`src/rtl/strap_pkg.sv`:
```
package strap_pkg;
  typedef enum logic [1:0] {
    SEQ_IDLE   = 2'd0,
    SEQ_DRIVE  = 2'd1,
    SEQ_SETTLE = 2'd2,
    SEQ_HOLD   = 2'd3
  } seq_state_t;

  localparam int unsigned STRAP_PINS = 3;

  localparam logic [STRAP_PINS-1:0] MODE_REGULAR = 3'b111;
  localparam logic [STRAP_PINS-1:0] MODE_USB     = 3'b110;
  localparam logic [STRAP_PINS-1:0] MODE_SDCARD  = 3'b101;
  localparam logic [STRAP_PINS-1:0] MODE_MONITOR = 3'b100;
endpackage

```
`src/rtl/strap_sync.sv`:
```
module strap_sync #(
  parameter int unsigned WIDTH  = 3,
  parameter int unsigned STAGES = 2
) (
  input  logic             clk,
  input  logic             rst_n,
  input  logic [WIDTH-1:0] async_i,
  output logic [WIDTH-1:0] sync_o
);
  for (genvar b = 0; b < WIDTH; b++) begin : g_bit
    logic [STAGES-1:0] chain_q;
    always_ff @(posedge clk or negedge rst_n) begin
      if (!rst_n) chain_q <= '1;
      else        chain_q <= {chain_q[STAGES-2:0], async_i[b]};
    end
    assign sync_o[b] = chain_q[STAGES-1];
  end
endmodule

```
`src/rtl/strap_seq.sv`:
```
module strap_seq
  import strap_pkg::*;
#(
  parameter int unsigned PULSE_CYC  = 4,
  parameter int unsigned SETTLE_CYC = 16
) (
  input  logic clk,
  input  logic rst_n,
  input  logic start_i,
  output logic drive_o,
  output logic accept_o,
  output logic capture_o
);
  localparam int unsigned LONGEST = (PULSE_CYC > SETTLE_CYC) ? PULSE_CYC : SETTLE_CYC;
  localparam int unsigned CNT_W   = $clog2(LONGEST + 1);
  localparam logic [CNT_W-1:0] PULSE_LAST  = CNT_W'(PULSE_CYC - 1);
  localparam logic [CNT_W-1:0] SETTLE_LAST = CNT_W'(SETTLE_CYC - 1);

  seq_state_t      state_q, state_d;
  logic [CNT_W-1:0] cnt_q, cnt_d;

  assign accept_o  = start_i && (state_q == SEQ_IDLE || state_q == SEQ_HOLD);
  assign drive_o   = (state_q == SEQ_DRIVE);
  assign capture_o = (state_q == SEQ_SETTLE) && (cnt_q == SETTLE_LAST);

  always_comb begin
    state_d = state_q;
    cnt_d   = cnt_q;
    unique case (state_q)
      SEQ_IDLE, SEQ_HOLD: begin
        if (accept_o) begin
          state_d = SEQ_DRIVE;
          cnt_d   = '0;
        end
      end
      SEQ_DRIVE: begin
        if (cnt_q == PULSE_LAST) begin
          state_d = SEQ_SETTLE;
          cnt_d   = '0;
        end else begin
          cnt_d = cnt_q + 1'b1;
        end
      end
      SEQ_SETTLE: begin
        if (capture_o) begin
          state_d = SEQ_HOLD;
          cnt_d   = '0;
        end else begin
          cnt_d = cnt_q + 1'b1;
        end
      end
      default: state_d = SEQ_IDLE;
    endcase
  end

  always_ff @(posedge clk or negedge rst_n) begin
    if (!rst_n) begin
      state_q <= SEQ_IDLE;
      cnt_q   <= '0;
    end else begin
      state_q <= state_d;
      cnt_q   <= cnt_d;
    end
  end
endmodule

```
`src/rtl/strap_latch.sv`:
```
module strap_latch #(
  parameter int unsigned WIDTH = 3
) (
  input  logic             clk,
  input  logic             rst_n,
  input  logic             accept_i,
  input  logic             capture_i,
  input  logic [WIDTH-1:0] sample_i,
  output logic [WIDTH-1:0] mode_o,
  output logic             done_o
);
  always_ff @(posedge clk or negedge rst_n) begin
    if (!rst_n) begin
      mode_o <= '1;
      done_o <= 1'b0;
    end else begin
      if (capture_i) begin
        mode_o <= sample_i;
        done_o <= 1'b1;
      end else if (accept_i) begin
        done_o <= 1'b0;
      end
    end
  end
endmodule

```
`src/rtl/boot_strap_probe.sv`:
```
module boot_strap_probe
  import strap_pkg::*;
#(
  parameter int unsigned PULSE_CYC  = 4,
  parameter int unsigned SETTLE_CYC = 16,
  parameter int unsigned SYNC_DEPTH = 2
) (
  input  logic                  clk,
  input  logic                  rst_n,
  input  logic                  start_i,
  input  logic [STRAP_PINS-1:0] pad_in_i,
  output logic [STRAP_PINS-1:0] pad_oe_o,
  output logic [STRAP_PINS-1:0] pad_out_o,
  output logic [STRAP_PINS-1:0] mode_o,
  output logic                  done_o
);
  logic                  drive;
  logic                  accept;
  logic                  capture;
  logic [STRAP_PINS-1:0] sampled;

  strap_seq #(
    .PULSE_CYC (PULSE_CYC),
    .SETTLE_CYC(SETTLE_CYC)
  ) u_seq (
    .clk      (clk),
    .rst_n    (rst_n),
    .start_i  (start_i),
    .drive_o  (drive),
    .accept_o (accept),
    .capture_o(capture)
  );

  strap_sync #(
    .WIDTH (STRAP_PINS),
    .STAGES(SYNC_DEPTH)
  ) u_sync (
    .clk    (clk),
    .rst_n  (rst_n),
    .async_i(pad_in_i),
    .sync_o (sampled)
  );

  strap_latch #(
    .WIDTH(STRAP_PINS)
  ) u_latch (
    .clk      (clk),
    .rst_n    (rst_n),
    .accept_i (accept),
    .capture_i(capture),
    .sample_i (sampled),
    .mode_o   (mode_o),
    .done_o   (done_o)
  );

  assign pad_oe_o  = {STRAP_PINS{drive}};
  assign pad_out_o = {STRAP_PINS{drive}};
endmodule

```
`config.mk`:
```
export PLATFORM = sky130hd
export DESIGN_NAME = boot_strap_probe
export DESIGN_NICKNAME = d
export VERILOG_FILES = /design/src/rtl/strap_pkg.sv /design/src/rtl/strap_sync.sv /design/src/rtl/strap_seq.sv /design/src/rtl/strap_latch.sv /design/src/rtl/boot_strap_probe.sv
export SDC_FILE = /design/constraint.sdc
export NUM_CORES = 1
export LEC_CHECK = 0
export ABC_AREA = 1
export ABC_CLOCK_PERIOD_IN_PS = 1900
export BUFFER_PORTS_ARGS = -buffer_cell sky130_fd_sc_hd__clkbuf_2
export CORE_MARGIN = 2
export CORE_UTILIZATION = 51
export DETAILED_ROUTE_END_ITERATION = 12
export PLACE_DENSITY = 0.8
export SKIP_LAST_GASP = 1
export SLEW_MARGIN = 20
export SYNTH_ARGS = -nofsm -noshare
export SYNTH_HDL_FRONTEND = slang
export SYNTH_SLANG_ARGS = --single-unit
```
`constraint.sdc`:
```
create_clock -name clk -period 1.9 [get_ports clk]
set_input_delay 0.19 -clock clk [delete_from_list [all_inputs] [get_ports clk]]
set_output_delay 0.19 -clock clk [all_outputs]
set_load 0.05 [all_outputs]
```
# Word-level counts from Yosys, hierarchy flattened
# Cells that the tools add are included.
# W data, S select, Z words.
[totals]
register_bits = 17
output_inout_bits = 10
in_bits = 6
wordCells = 33
[classes]
reduce_logical = 7
n_mux = 10
n_eq_ne = 8
add_sub_neg = 1
[op_table]
columns = ["cell", "n"]
rows = [
  ["$mux W5", 3],
  ["$pmux W5 S3", 1],
  ["$mux W2", 3],
  ["$pmux W2 S3", 1],
  ["$add A5 B1 Y5 const B", 1],
  ["$eq A5 B2 Y1 const B", 1],
  ["$eq A5 B4 Y1 const B", 1],
  ["$eq A2 B2 Y1 const B", 2],
  ["$ne A2 B2 Y1 const B", 2],
  ["$reduce_and A3 Y1", 1],
  ["$eq A2 B1 Y1 const B", 1],
  ["$logic_and A1 B1 Y1", 2],
  ["$logic_not A2 Y1", 1],
  ["$mux W1", 2],
  ["$ne A2 B1 Y1 const B", 1],
  ["$reduce_bool A2 Y1", 1],
  ["$reduce_or A2 Y1", 1],
  ["$logic_or A1 B1 Y1", 1],
]

# Depth between registers and ports, before layout
# Gate-level depths: netlist of run 1.
[depth]
depth_word = 5
ltp_mapped = 9
depth_no_buf = 9

# Modules after synthesis
# Synthesis of run 1 repeated with hierarchy kept, for this count alone.
[unflattened]
cells_unflattened = 94
area_unflattened_um2 = 833.3
[modules_own_cells]
columns = ["module", "n_inst", "cells_each", "seq_area_each_um2", "area_each_um2"]
rows = [
  ["strap_seq", 1, 62, 175.2, 455.4],
  ["strap_sync", 1, 9, 157.7, 180.2],
  ["strap_latch", 1, 17, 103.8, 152.6],
  ["boot_strap_probe", 1, 6, 0.0, 45.0],
]

# Worst setup path after synthesis of run 1
# Ideal clock, no wire load.
[synth_path]
path_type = "reg-to-reg"
startpoint = "register u_seq.cnt_q[0]"
endpoint = "register u_latch.mode_o[0]"
setup_ns = 0.082
setup_slack_ns = 0.456
synth_period_minus_slack_ns = 1.444
path_buffers = 0
required_ns = 1.818
arrival_ns = 1.362
stages_incl_launch_ff = 7
path_cell_list = "dfrtp_1 ha_1 inv_1 nor3_1 ha_1 nand2_1 mux2_2"
[synth_via]
elab_chain_cells = 2
[synth_lines]
columns = ["item", "line", "text"]
rows = [
  ["start, declared", "strap_seq.sv:20", "logic [CNT_W-1:0] cnt_q, cnt_d;"],
  ["start signal, assigned", "strap_seq.sv:62", "cnt_q <= cnt_d;"],
  ["$eq A5 B4 Y1", "strap_seq.sv:24", "assign capture_o = (state_q == SEQ_SETTLE) && (cnt_q == SETTLE_LAST);"],
  ["$logic_and A1 B1 Y1", "strap_seq.sv:24", ""],
  ["end signal, assigned", "strap_latch.sv:18", "mode_o <= sample_i;"],
  ["end, declared", "strap_latch.sv:9", "output logic [WIDTH-1:0] mode_o,"],
]
# No other way between the ends.
# A chain may end at the register's enable or synchronous reset.

# Worst setup path in the final report of run 1
[layout_path]
startpoint = "register u_seq.cnt_q[0]"
endpoint = "register u_seq.cnt_q[3]"
[layout_via]
elab_chain_cells = 4
word_cells_on_any_way = 7
classes_between = "add/sub (1); eq/ne (2); mux (3); reduce/logical (1)"
[layout_lines]
columns = ["item", "line", "text"]
rows = [
  ["parallel branches: the longest is 3 deep, another holds $add A5 B1 Y5", "--", ""],
  ["$pmux W5 S3 *", "strap_seq.sv:29", "unique case (state_q)"],
]
# Every way passes the cells marked *.

==> impl_summary.txt, run 1 <==
----------------------------------------------------
[Status]
  Outcome ... finished clean

[Place]
  Placed wire-length estimate ... 991.9 um
  Post-placement cell count ... 107
  Placer's final routability congestion estimate ... 0.8688
  I/O Buffers ... 15

[Floorplan]
  Number of rows in the core area ... 14
  Die width ... 43.53 um
  Die boundary height ... 43.53 um
  Die ar. ... 1895 sq um
  Starting utilization of the core area ... 53.53%
  Core ar. ... 1489 sq um
  Number of top-level pins ... 16

[Hold path]
  Tightest Hold Check Type ... in2reg

[Layout]
  Number of fill cells ... 130
  Final Non-Filler Cells ... 115
  Share of final-layout standard cells stronger than drive strength 1 ... 35.35%
  Antenna diode instance count ... 0
  # nets final ... 111
  Area Growth Syn to Fin ... 14.76%

[Logic synthesis]
  Number of distinct library cells after synthesis ... 17
  Flip-flop cell with the highest count after synthesis ... sky130_fd_sc_hd__dfstp_2
  Yosys warnings ... 0
  Synthesized instance count ... 82
  Library cell with the highest instance count after synthesis ... sky130_fd_sc_hd__nand2_1
  Number of enable-type register cells in the synthesized netlist ... 0
  Share of the synthesized area in the top cell type ... 29.67%
  Most numerous cell types in the synthesized netlist ... sky130_fd_sc_hd__nand2_1, sky130_fd_sc_hd__dfstp_2, sky130_fd_sc_hd__dfrtp_1, sky130_fd_sc_hd__inv_1, sky130_fd_sc_hd__buf_4
  Flop and latch count out of synthesis ... 17
  Async set or reset register ratio after synthesis ... 100.0%
  Post-synth design cell area ... 797.0 sq um
  Share of synthesized area occupied by flip-flops and latches ... 54.79%
  Syn_nets ... 93
  Ranking of synthesized cells by area ... sky130_fd_sc_hd__dfstp_2, sky130_fd_sc_hd__dfrtp_1, sky130_fd_sc_hd__nand2_1, sky130_fd_sc_hd__ha_1, sky130_fd_sc_hd__buf_4
  Mean post-synth cell area ... 9.720 sq um
  Most area-hungry cell type in the Yosys netlist ... sky130_fd_sc_hd__dfstp_2

[Critical path]
  Type of element capturing the critical path ... flip-flop
  Data required time of the critical path ... 2080 ps
  Crit Path Class ... reg2reg
  Buf+Inv Stages, Crit Path ... 2
  Data arrival time of the worst path ... 1780 ps
  Biggest fanout along the worst timing path ... 5
  Crit start category ... flip-flop
  Critical path's most frequent cell ... sky130_fd_sc_hd__nand2_1
  Kind of cell adding the most delay to the critical path ... simple AND/OR/NAND/NOR gates
  Slowest cell on the critical path ... sky130_fd_sc_hd__dfrtp_1
  Crit-path cells ... ha_1 -> inv_1 -> nor3_1 -> ha_1 -> inv_1 -> nand2_1 -> nand2_1 -> nand3_1 -> nand2_1
  Largest stage delay on the critical path ... 420 ps

[Timing]
  Setup violation total in the final timing report ... 0
  Worst-Margin Slew ... 401.7 ps
  Unrepaired setup endpoints after global routing ... false
  Number of max-slew violations in the final report ... 0
  Fin Setup TNS ... 0 ps
  Post-layout minimum cycle time ... 1597 ps
  Skew final ... 5.364 ps
  Final period util ... 84.04%
  Max Clk Rate ... 626.3 MHz
  Final hold vios ... 0
  Worst slew slack as a fraction of its limit ... 73.22%

[Clocking]
  Clock-pin slew on the worst setup and hold paths ... 90 ps
  Number of buffers inserted to repair setup after CTS ... 0
  Clock tree from TritonCTS ... done
  CTS max path bufs ... 2
  CTS Root Buffer Type ... sky130_fd_sc_hd__clkbuf_4
  Source-to-sink clock delay at the later pin of the worst-skew pair ... 290 ps
  Clock Sinks ... 17
  Level count of the clock H-tree ... 1
  CTS Buf Count ... 3

[Detailed routing]
  Detailed-route vias per instance ... 4.791
  WL per Instance ... 11.31 um
  Remaining DRCs ... 0
  DRT antenna net count ... 0
  Final Routed Wirelength ... 1301 um
  Detailed router's first-iteration violation count ... 2
  Vias after detailed routing ... 551
  Total iterations of the first detailed-routing run ... 2

[Global routing]
  Global-route usage over all layers ... 17.00%
  Initial antenna violation count ... 0
  Vias in the first global route ... 523
  Largest net degree at the start of global routing ... 18
  Remaining global-route overflow ... 0
  Wire length of the first global-routing pass ... 2270 um

[Flow run]
  Count of maximum capacitance violations ... 0

[Pwr]
  Leakage power ... 0.4843 nW
  Largest voltage drop on the vdd net ... 779.5 uV
  Power density over the cells ... 1522 nW/um^2

----------------------------------------------------
[worst min-delay path, delay by kind of cell]
family / cells / cell delay [ps]
simple gates: 3 / 160
buf+inv: 1 / 100
[where the power goes]
| group | switching [mW] | internal (mW) |
|---|---|---|
| Sequential | 0.0468 | 0.425 |
| Clock | 0.109 | 0.0784 |
| Combinational | 0.537 | 0.196 |
| Total | 0.692 | 0.700 |
[metrics by stage]
step           util, %  area, sq um  hold WS (ps)  setup slack [ps]  power, mW
2_1_floorplan        -        797.0        -105.6             455.9      1.157
3_3_place_gp     56.89        847.1         128.8             389.1      1.201
3_5_place_dp     56.89        847.1         135.3             313.2      1.206
4_1_cts          61.43        914.6         184.8             292.6      1.406
5_1_grt          61.43        914.6         215.8             102.5      1.503
6_report         61.43        914.6         185.7             303.2      1.392
[logic make-up after synthesis]
logic type,Yosys count,share of synthesized area (%)
and+or+nand+nor,39,21.35
DFF,17,54.79
buffers and inverters,16,10.52
adders and majority gates,5,7.849
muxes,3,4.238
AOI/OAI and AO/OA,2,1.255
[state kept, by name (all words and copies together), names as in the netlist]
name / count
u_sync.g_bit.chain_q: 6
u_seq.state_q: 2
u_latch.done_o: 1
u_latch.mode_o: 3
u_seq.cnt_q: 5
[worst paths after layout]
| path | from | endpoint | slack (ps) | depth (start not counted) |
|---|---|---|---|---|
| worst min register to register | u_sync.g_bit[2].chain_q[0] | u_sync.g_bit[2].chain_q[1] | 360 | 0 |
| min in group asynchronous | rst_n | u_seq.state_q[1] | 370 | 2 |
| worst min-delay path | start_i | u_latch.done_o | 190 | 4 |
| worst max-delay path | u_seq.cnt_q[0] | u_seq.cnt_q[3] | 300 | 9 |
| max in group asynchronous | rst_n | u_sync.g_bit[2].chain_q[0] | 1200 | 2 |
| worst max register to register | u_seq.cnt_q[0] | u_seq.cnt_q[3] | 300 | 9 |
[layout make-up]
class	instances	area [sq um]	area share (%)
tap	16	20.02	2.189
multi-input combinational	49	276.5	30.23
clock buffer	3	22.52	2.462
sequential	17	436.7	47.74
inverter	10	38.79	4.241
clock inverter	1	5.005	0.5472
timing repair buffer	19	115.1	12.59
[metal layers]
layer	vias up	share of wire (%)	GRT usage [%]
met1	250	46	21.58
met5	-	0	0
met2	13	49	27.16
li1	285	-	-
met4	0	1.5	7.273
met3	3	3.3	5.000
[placed cells by master, fill, tap and decap left out, drive strengths merged]
cell / count
nand2: 25
ha: 5
dfstp: 9
a21oi: 1
nand3: 6
inv: 9
o21ai: 1
dfrtp: 8
mux2: 3
clkinv: 2
nand4: 2
nor3: 1
or2: 1
clkbuf: 18
dlygate4sd3: 4
nor2: 4
[timing repair]
item                                   CTS  global route
hold buffers                             4             0
gates resized for setup                  0             0
endpoints found under the hold margin   11             0
No activity file was read; power rests on OpenSTA's default activity.
==> inputs of run 2 (changes only) <==
--- a/config.mk
+++ b/config.mk
@@ -6,7 +6,7 @@
 export NUM_CORES = 1
 export LEC_CHECK = 0
 export ABC_AREA = 1
-export ABC_CLOCK_PERIOD_IN_PS = 1900
+export ABC_CLOCK_PERIOD_IN_PS = 1700
 export BUFFER_PORTS_ARGS = -buffer_cell sky130_fd_sc_hd__clkbuf_2
 export CORE_MARGIN = 2
 export CORE_UTILIZATION = 51
==> constraint.sdc (replaced) <==
create_clock -name clk -period 1.7 [get_ports clk]
set_input_delay 0.17 -clock clk [delete_from_list [all_inputs] [get_ports clk]]
set_output_delay 0.17 -clock clk [all_outputs]
set_load 0.05 [all_outputs]
==> run 2 against run 1 <==
  * Sequential share of layout area is 0.90 points lower
  * Sequential power rose by 10%
  * Cell count up 1.7%
  * Total power rose by 14%
  * Worst setup slack got worse by 150 ps
  * First-iteration DRC count rose by 50%
  * Critical path type unchanged
  * Largest cell class unchanged
==> impl_summary.txt, run 2 (same netlist as run 1, synthesis figures left out) <==
----------------------------------------------------
[Critical path]
  Biggest fanout along the worst timing path ... 4 (-1)
  Crit Path Class ... reg2reg
  Reg2reg path depth ... 6 (-3)
  Beginning of the worst register-to-register path ... u_seq.cnt_q[0]
  Data arrival time of the worst path ... 1780 ps (about the same)
  Data required time of the critical path ... 1930 ps (-150 ps)
  Critical path startpoint ... u_seq.cnt_q[0]
  Type of element capturing the critical path ... flip-flop
  Crit start category ... flip-flop

[Detailed routing]
  Detailed router's first-iteration violation count ... 3 (+1)
  Final Routed Wirelength ... 1334 um (+2.5%)
  Vias after detailed routing ... 561 (+1.8%)
  DRT antenna net count ... 0 (unchanged)
  WL per Instance ... 11.40 um (+0.78%)
  Total iterations of the first detailed-routing run ... 2 (unchanged)
  Remaining DRCs ... 0 (unchanged)
  Detailed-route vias per instance ... 4.795 (about the same)

[Global routing]
  Wire length of the first global-routing pass ... 2270 um (unchanged)
  Global-route usage over all layers ... 17.00% (unchanged)
  Vias in the first global route ... 523 (unchanged)
  Remaining global-route overflow ... 0 (unchanged)
  Initial antenna violation count ... 0 (unchanged)
  Largest net degree at the start of global routing ... 18 (unchanged)

[Flow run]
  Count of maximum capacitance violations ... 0 (unchanged)

[Pwr]
  Proportion of total power due to net switching ... 49.20% (-0.52 points)
  Leakage power ... 0.4947 nW (+2.2%)
  Power Internal ... 0.8091 mW (+16%)
  Power density over the cells ... 1709 nW/um^2 (+12%)
  Sw power ... 0.7838 mW (+13%)
  Largest voltage drop on the vdd net ... 874.7 uV (+12%)
  Power share of the sequential group ... 32.6% (-1.3 points)
  Clk network pwr share ... 13.2% (-0.2 points)
  Part of the power in combinational logic ... 54.2% (+1.6 points)

[Timing]
  Final hold vios ... 0 (unchanged)
  Final period util ... 91.10% (+7.1 points)
  Worst slew slack as a fraction of its limit ... 73.22% (about the same)
  Number of max-slew violations in the final report ... 0 (unchanged)
  Worst-Margin Slew ... 401.7 ps (+0.009060 ps)
  Skew final ... 4.731 ps (-0.6332 ps)
  Setup violation total in the final timing report ... 0 (unchanged)
  Max Clk Rate ... 645.7 MHz (+3.1%)
  Unrepaired setup endpoints after global routing ... false
  Worst hold margin ... 168.3 ps (-17.35 ps)
  Post-layout minimum cycle time ... 1549 ps (-48.04 ps)
  Fin Setup TNS ... 0 ps (unchanged)

[Floorplan]
  Die ar. ... 1895 sq um (unchanged)
  Die width ... 43.53 um (unchanged)
  Number of rows in the core area ... 14 (unchanged)
  Core ar. ... 1489 sq um (unchanged)
  Die boundary height ... 43.53 um (unchanged)
  Number of top-level pins ... 16 (unchanged)
  Starting utilization of the core area ... 53.53% (unchanged)

[Hold path]
  Hold-critical path depth ... 4 (unchanged)
  Hold_sp ... start_i
  Tightest Hold Check Type ... in2reg

[Status]
  Outcome ... finished clean

[Clocking]
  CTS Buf Count ... 3 (unchanged)
  Clock-pin slew on the worst setup and hold paths ... 90 ps (about the same)
  Clock tree from TritonCTS ... done
  Source-to-sink clock delay at the later pin of the worst-skew pair ... 290 ps (about the same)
  Clock Sinks ... 17 (unchanged)
  CTS Root Buffer Type ... sky130_fd_sc_hd__clkbuf_4
  CTS max path bufs ... 2 (unchanged)
  Level count of the clock H-tree ... 1 (unchanged)

[Place]
  Placer's final routability congestion estimate ... 0.8689 (about the same)
  I/O Buffers ... 15 (unchanged)
  Placed wire-length estimate ... 991.9 um (unchanged)

[Layout]
  Antenna diode instance count ... 0 (unchanged)
  Commonest non-fill, non-tap cells in the layout ... sky130_fd_sc_hd__nand2_1, sky130_fd_sc_hd__clkbuf_2, sky130_fd_sc_hd__dfstp_2
  Most common cell after layout, fill and taps aside ... sky130_fd_sc_hd__nand2_1
  Most flop-heavy register ... u_sync.g_bit.chain_q
  Regs by FF count ... u_sync.g_bit.chain_q x6, u_seq.cnt_q x5, u_latch.mode_o x3
  Number of flip-flops in the largest register ... 6 (unchanged)
  # nets final ... 113 (+1.8%)
  Share of final-layout standard cells stronger than drive strength 1 ... 37.62% (+2.3 points)
  Area Growth Syn to Fin ... 16.95%

----------------------------------------------------
[run 2: final timing paths]
check | endpoint | slack [ps]
min reg2reg | u_sync.g_bit[2].chain_q[1] | 360
max reg2reg | u_latch.mode_o[0] | 150
max | u_latch.mode_o[0] | 150
max in group asynchronous | u_sync.g_bit[2].chain_q[0] | 1020
min in group asynchronous | u_seq.state_q[1] | 350
min | u_latch.done_o | 170
[run 2: layer usage]
| layer | up-vias | GRT usage, % | part of all wire, % | wire length (um) |
|---|---|---|---|---|
| li1 | 291 | - | - | - |
| met1 | 254 | 21.58 | 46 | 610 |
| met2 | 13 | 27.16 | 50 | 661 |
| met3 | 3 | 5.000 | 3.2 | 43 |
| met4 | 0 | 7.273 | 1.4 | 19 |
| met5 | - | 0 | 0 | 0 |
[run 2: through the flow]
| step | setup WS [ps] | total power [mW] | cell area (sq um) | cells | utilization [%] |
|---|---|---|---|---|---|
| finish | 151.2 | 1.593 | 932.1 | 117 | 62.61 |
| global route | 5.057 | 1.720 | 932.1 | 117 | 62.61 |
| CTS | 92.57 | 1.571 | 914.6 | 115 | 61.43 |
| detailed placement | 113.2 | 1.348 | 847.1 | 107 | 56.89 |
| global placement | 189.1 | 1.342 | 847.1 | 107 | 56.89 |
| floorplan | 255.9 | 1.293 | 797.0 | 82 | - |
[run 2: area by class of cell]
class / count / area (sq um)
clock buffers: 3 / 22.52
fillers: 127 / 556.8
flip-flops and latches: 17 / 436.7
clock inverters: 1 / 5.005
multi-input cells: 49 / 279.0
well taps: 16 / 20.02
repair buffers: 21 / 130.1
inverters: 10 / 38.79
[run 2: timing repair]
action                                 CTS  global route
endpoints found under the hold margin   11             0
setup endpoints to repair                0             5
buffers inserted                         0             2
hold buffers                             4             0
resized for setup                        0             1
[run 2: critical path, stage by stage, from the launching register on]
cell and delay, ps:
sky130_fd_sc_hd__dfrtp_1 410, sky130_fd_sc_hd__ha_1 220, sky130_fd_sc_hd__inv_1 90, sky130_fd_sc_hd__nor3_1 60, sky130_fd_sc_hd__ha_1 190, sky130_fd_sc_hd__nand2_1 170
sky130_fd_sc_hd__mux2_2 360
[run 2: power groups by stage]
stage               logic, mW  clock network [mW]  registers, mW
floorplan               0.756                   0          0.538
global placement        0.811                   0          0.531
detailed placement      0.813                   0          0.535
CTS                     0.823               0.220          0.528
global route            0.955               0.239          0.527
finish                  0.864               0.210          0.519
==> inputs of run 3 (changes only) <==
--- a/config.mk
+++ b/config.mk
@@ -7,11 +7,11 @@
 export LEC_CHECK = 0
 export ABC_AREA = 1
 export ABC_CLOCK_PERIOD_IN_PS = 1700
-export BUFFER_PORTS_ARGS = -buffer_cell sky130_fd_sc_hd__clkbuf_2
 export CORE_MARGIN = 2
-export CORE_UTILIZATION = 51
+export CORE_UTILIZATION = 58
 export DETAILED_ROUTE_END_ITERATION = 12
-export PLACE_DENSITY = 0.8
+export DONT_BUFFER_PORTS = 1
+export PLACE_DENSITY = 0.79
 export SKIP_LAST_GASP = 1
 export SLEW_MARGIN = 20
 export SYNTH_ARGS = -nofsm -noshare
==> run 3 against run 2 <==
  * Via count down 3.6%
  * Non-clock buffer count decreased by 14
  * Core utilization is 6.5 points higher
  * Sequential power rose by 6.6%
  * Die area down 11%
  * Largest cell class unchanged
==> impl_summary.txt, run 3 (same netlist as run 1, synthesis figures left out) <==
----------------------------------------------------
[Detailed routing]
  Total met3 wirelength after detailed routing ... 82 um (+91%)
  WL per Instance ... 13.93 um (+22%)
  Remaining DRCs ... 0 (unchanged)
  Met1 WL ... 581 um (-4.8%)
  Detailed router's first-iteration violation count ... 12 (+9)
  Top Layer Used ... met4
  Vias after detailed routing ... 541 (-3.6%)
  Detail Route met2 WL ... 723 um (+9.4%)
  Detailed-route vias per instance ... 5.304 (+11%)
  Final Routed Wirelength ... 1421 um (+6.5%)
  DRT antenna net count ... 0 (unchanged)
  Total iterations of the first detailed-routing run ... 4 (+2)

[Clocking]
  CTS max path bufs ... 2 (unchanged)
  CTS Buf Count ... 3 (unchanged)
  CTS Root Buffer Type ... sky130_fd_sc_hd__clkbuf_4
  Clock Sinks ... 17 (unchanged)
  Clock-pin slew on the worst setup and hold paths ... 90 ps (about the same)
  Source-to-sink clock delay at the later pin of the worst-skew pair ... 280 ps (about the same)
  Clock tree from TritonCTS ... done
  Level count of the clock H-tree ... 1 (unchanged)

[Critical path]
  Data arrival time of the worst path ... 1840 ps (+60 ps)
  Slowest cell on the critical path ... sky130_fd_sc_hd__dfrtp_1
  Beginning of the worst register-to-register path ... u_seq.cnt_q[0]
  Reg2reg path depth ... 9 (+3)
  Biggest fanout along the worst timing path ... 5 (+1)
  Kind of cell adding the most delay to the critical path ... simple AND/OR/NAND/NOR gates
  Reg2Reg Setup Slack ... 40 ps (-110 ps)
  Largest stage delay on the critical path ... 420 ps (about the same)
  Buf+Inv Stages, Crit Path ... 2 (+1)
  Type of element capturing the critical path ... flip-flop
  Crit-path cells ... ha_1 -> inv_1 -> nor3_1 -> ha_1 -> inv_1 -> nand2_1 -> nand2_2 -> nand3_1 -> nand2_1
  Data required time of the critical path ... 1880 ps (-50 ps)
  Crit start category ... flip-flop
  Crit Path Class ... reg2reg
  FF-to-FF End ... u_seq.cnt_q[3]

[Timing]
  Max Clk Rate ... 601.5 MHz (-6.8%)
  Final hold vios ... 0 (unchanged)
  Worst setup slack after layout ... 37.39 ps (-113.9 ps)
  Worst-Margin Slew ... 715.8 ps (+314.1 ps)
  Skew final ... 3.262 ps (-1.469 ps)
  Final period util ... 97.80% (+6.7 points)
  Worst slew slack as a fraction of its limit ... 52.13% (-21 points)
  Post-layout minimum cycle time ... 1663 ps (+113.9 ps)
  Setup violation total in the final timing report ... 0 (unchanged)
  Number of max-slew violations in the final report ... 0 (unchanged)

[Hold path]
  Worst hold path endpoint ... u_latch.done_o
  Hold-critical path depth ... 3 (-1)
  Tightest Hold Check Type ... in2reg
  Hold_sp ... start_i

[Layout]
  Antenna diode instance count ... 0 (unchanged)
  Area Growth Syn to Fin ... 11.46%
  Share of final-layout standard cells stronger than drive strength 1 ... 28.74% (-8.9 points)
  Commonest non-fill, non-tap cells in the layout ... sky130_fd_sc_hd__nand2_1, sky130_fd_sc_hd__dfstp_2, sky130_fd_sc_hd__inv_1, sky130_fd_sc_hd__dfrtp_1, sky130_fd_sc_hd__nand3_1
  Most common cell after layout, fill and taps aside ... sky130_fd_sc_hd__nand2_1
  Post-route cell area ... 888.4 sq um (-4.7%)
  Multi-input logic area ... 291.5 sq um (+4.5%)
  # nets final ... 99 (-12%)
  Reg area ... 436.7 sq um (unchanged)
  Regs by FF count ... u_sync.g_bit.chain_q x6, u_seq.cnt_q x5, u_latch.mode_o x3
  Number of flip-flops in the largest register ... 6 (unchanged)
  Number of fill cells ... 91 (-28%)
  Most flop-heavy register ... u_sync.g_bit.chain_q
  Final core utilization ... 69.13% (+6.5 points)

[Place]
  Placed wire-length estimate ... 1023 um (+3.2%)
  Placer's final routability congestion estimate ... 0.8337 (-4.1%)
  I/O Buffers ... 0 (-15)
  Placed Instance Area ... 803.3 sq um (-5.2%)
  Pre-CTS worst setup slack ... 113.1 ps (-0.05700 ps)

[Global routing]
  Initial antenna violation count ... 0 (unchanged)
  Largest net degree at the start of global routing ... 18 (unchanged)
  Remaining global-route overflow ... 0 (unchanged)
  Vias in the first global route ... 501 (-4.2%)
  Global-route usage over all layers ... 18.78% (+1.8 points)
  Wire length of the first global-routing pass ... 1938 um (-15%)

[Pwr]
  Clk network pwr share ... 12.7% (-0.5 points)
  Power density over the cells ... 1843 nW/um^2 (+7.9%)
  Power Internal ... 0.8155 mW (+0.79%)
  Leakage power ... 0.4395 nW (-11%)
  Largest voltage drop on the vdd net ... 1070 uV (+22%)
  Proportion of total power due to net switching ... 50.20% (+1.0 points)
  Part of the power in combinational logic ... 53.6% (-0.6 points)
  Sw power ... 0.8221 mW (+4.9%)
  Power share of the sequential group ... 33.7% (+1.1 points)

[Status]
  Outcome ... finished clean

[Floorplan]
  Die ar. ... 1687 sq um (-11%)
  Starting utilization of the core area ... 62.03% (+8.5 points)
  Die boundary height ... 41.07 um (-5.7%)
  Die width ... 41.07 um (-5.7%)
  Number of rows in the core area ... 13 (-1)
  Number of top-level pins ... 16 (unchanged)
  Core ar. ... 1285 sq um (-14%)

[Flow run]
  Count of maximum capacitance violations ... 0 (unchanged)

----------------------------------------------------
run 3: worst min-delay path, stage by stage:
cell	delay, ps
sky130_fd_sc_hd__nand2_1	30
sky130_fd_sc_hd__nand2_1	50
sky130_fd_sc_hd__nand2_1	40
run 3: power groups by stage:
stage	Sequential, mW	Combinational, mW	Clock [mW]
final	0.553	0.878	0.207
after global routing	0.561	0.942	0.235
after CTS	0.556	0.832	0.212
after detailed placement	0.563	0.813	0
after global placement	0.554	0.785	0
after floorplan	0.538	0.756	0
run 3: what timing repair did:
action / in CTS / in global routing
setup endpoints to repair: 0 / 9
hold endpoints to repair: 20 / 0
setup buffers: 0 / 2
hold buffers: 4 / 0
resized for setup: 0 / 1
run 3: through the flow:
| stage | power [mW] | TNS, ps | hold WS (ps) | std cells |
|---|---|---|---|---|
| 6_report | 1.638 | 0 | 35.18 | 102 |
| 5_1_grt | 1.739 | -442.0 | 43.56 | 102 |
| 2_1_floorplan | 1.293 | 0 | -125.6 | 82 |
| 3_5_place_dp | 1.375 | 0 | -125.4 | 92 |
| 4_1_cts | 1.600 | 0 | 34.77 | 100 |
| 3_3_place_gp | 1.339 | 0 | -125.3 | 92 |
run 3: how the worst max path moves through the flow:
stage / startpoint / endpoint / slack, ps / cells past startpoint
after global routing: u_seq.cnt_q[0] / u_seq.cnt_q[3] / -70 / 9
final: u_seq.cnt_q[0] / u_seq.cnt_q[3] / 40 / 9
after global placement: u_seq.cnt_q[0] / u_seq.cnt_q[3] / 150 / 9
after floorplan: u_seq.cnt_q[0] / u_latch.mode_o[0] / 260 / 6
after detailed placement: u_seq.cnt_q[0] / u_seq.cnt_q[3] / 110 / 9
after CTS: u_seq.cnt_q[0] / u_seq.cnt_q[3] / 100 / 9
run 3: area by class of cell:
cell class / instances / share of cell area [%]
clock inverter: 1 / 0.5634
sequential: 17 / 49.15
timing repair buffer: 7 / 8.451
clock buffer: 3 / 2.535
inverter: 10 / 4.366
tap: 15 / 2.113
multi-input combinational: 49 / 32.82
run 3: layer usage:
layer | up-vias | GRT usage [%]
met4 | 0 | 10.83
met1 | 255 | 20.77
met3 | 4 | 4.348
met5 | - | 0
met2 | 20 | 32.42
li1 | 262 | -
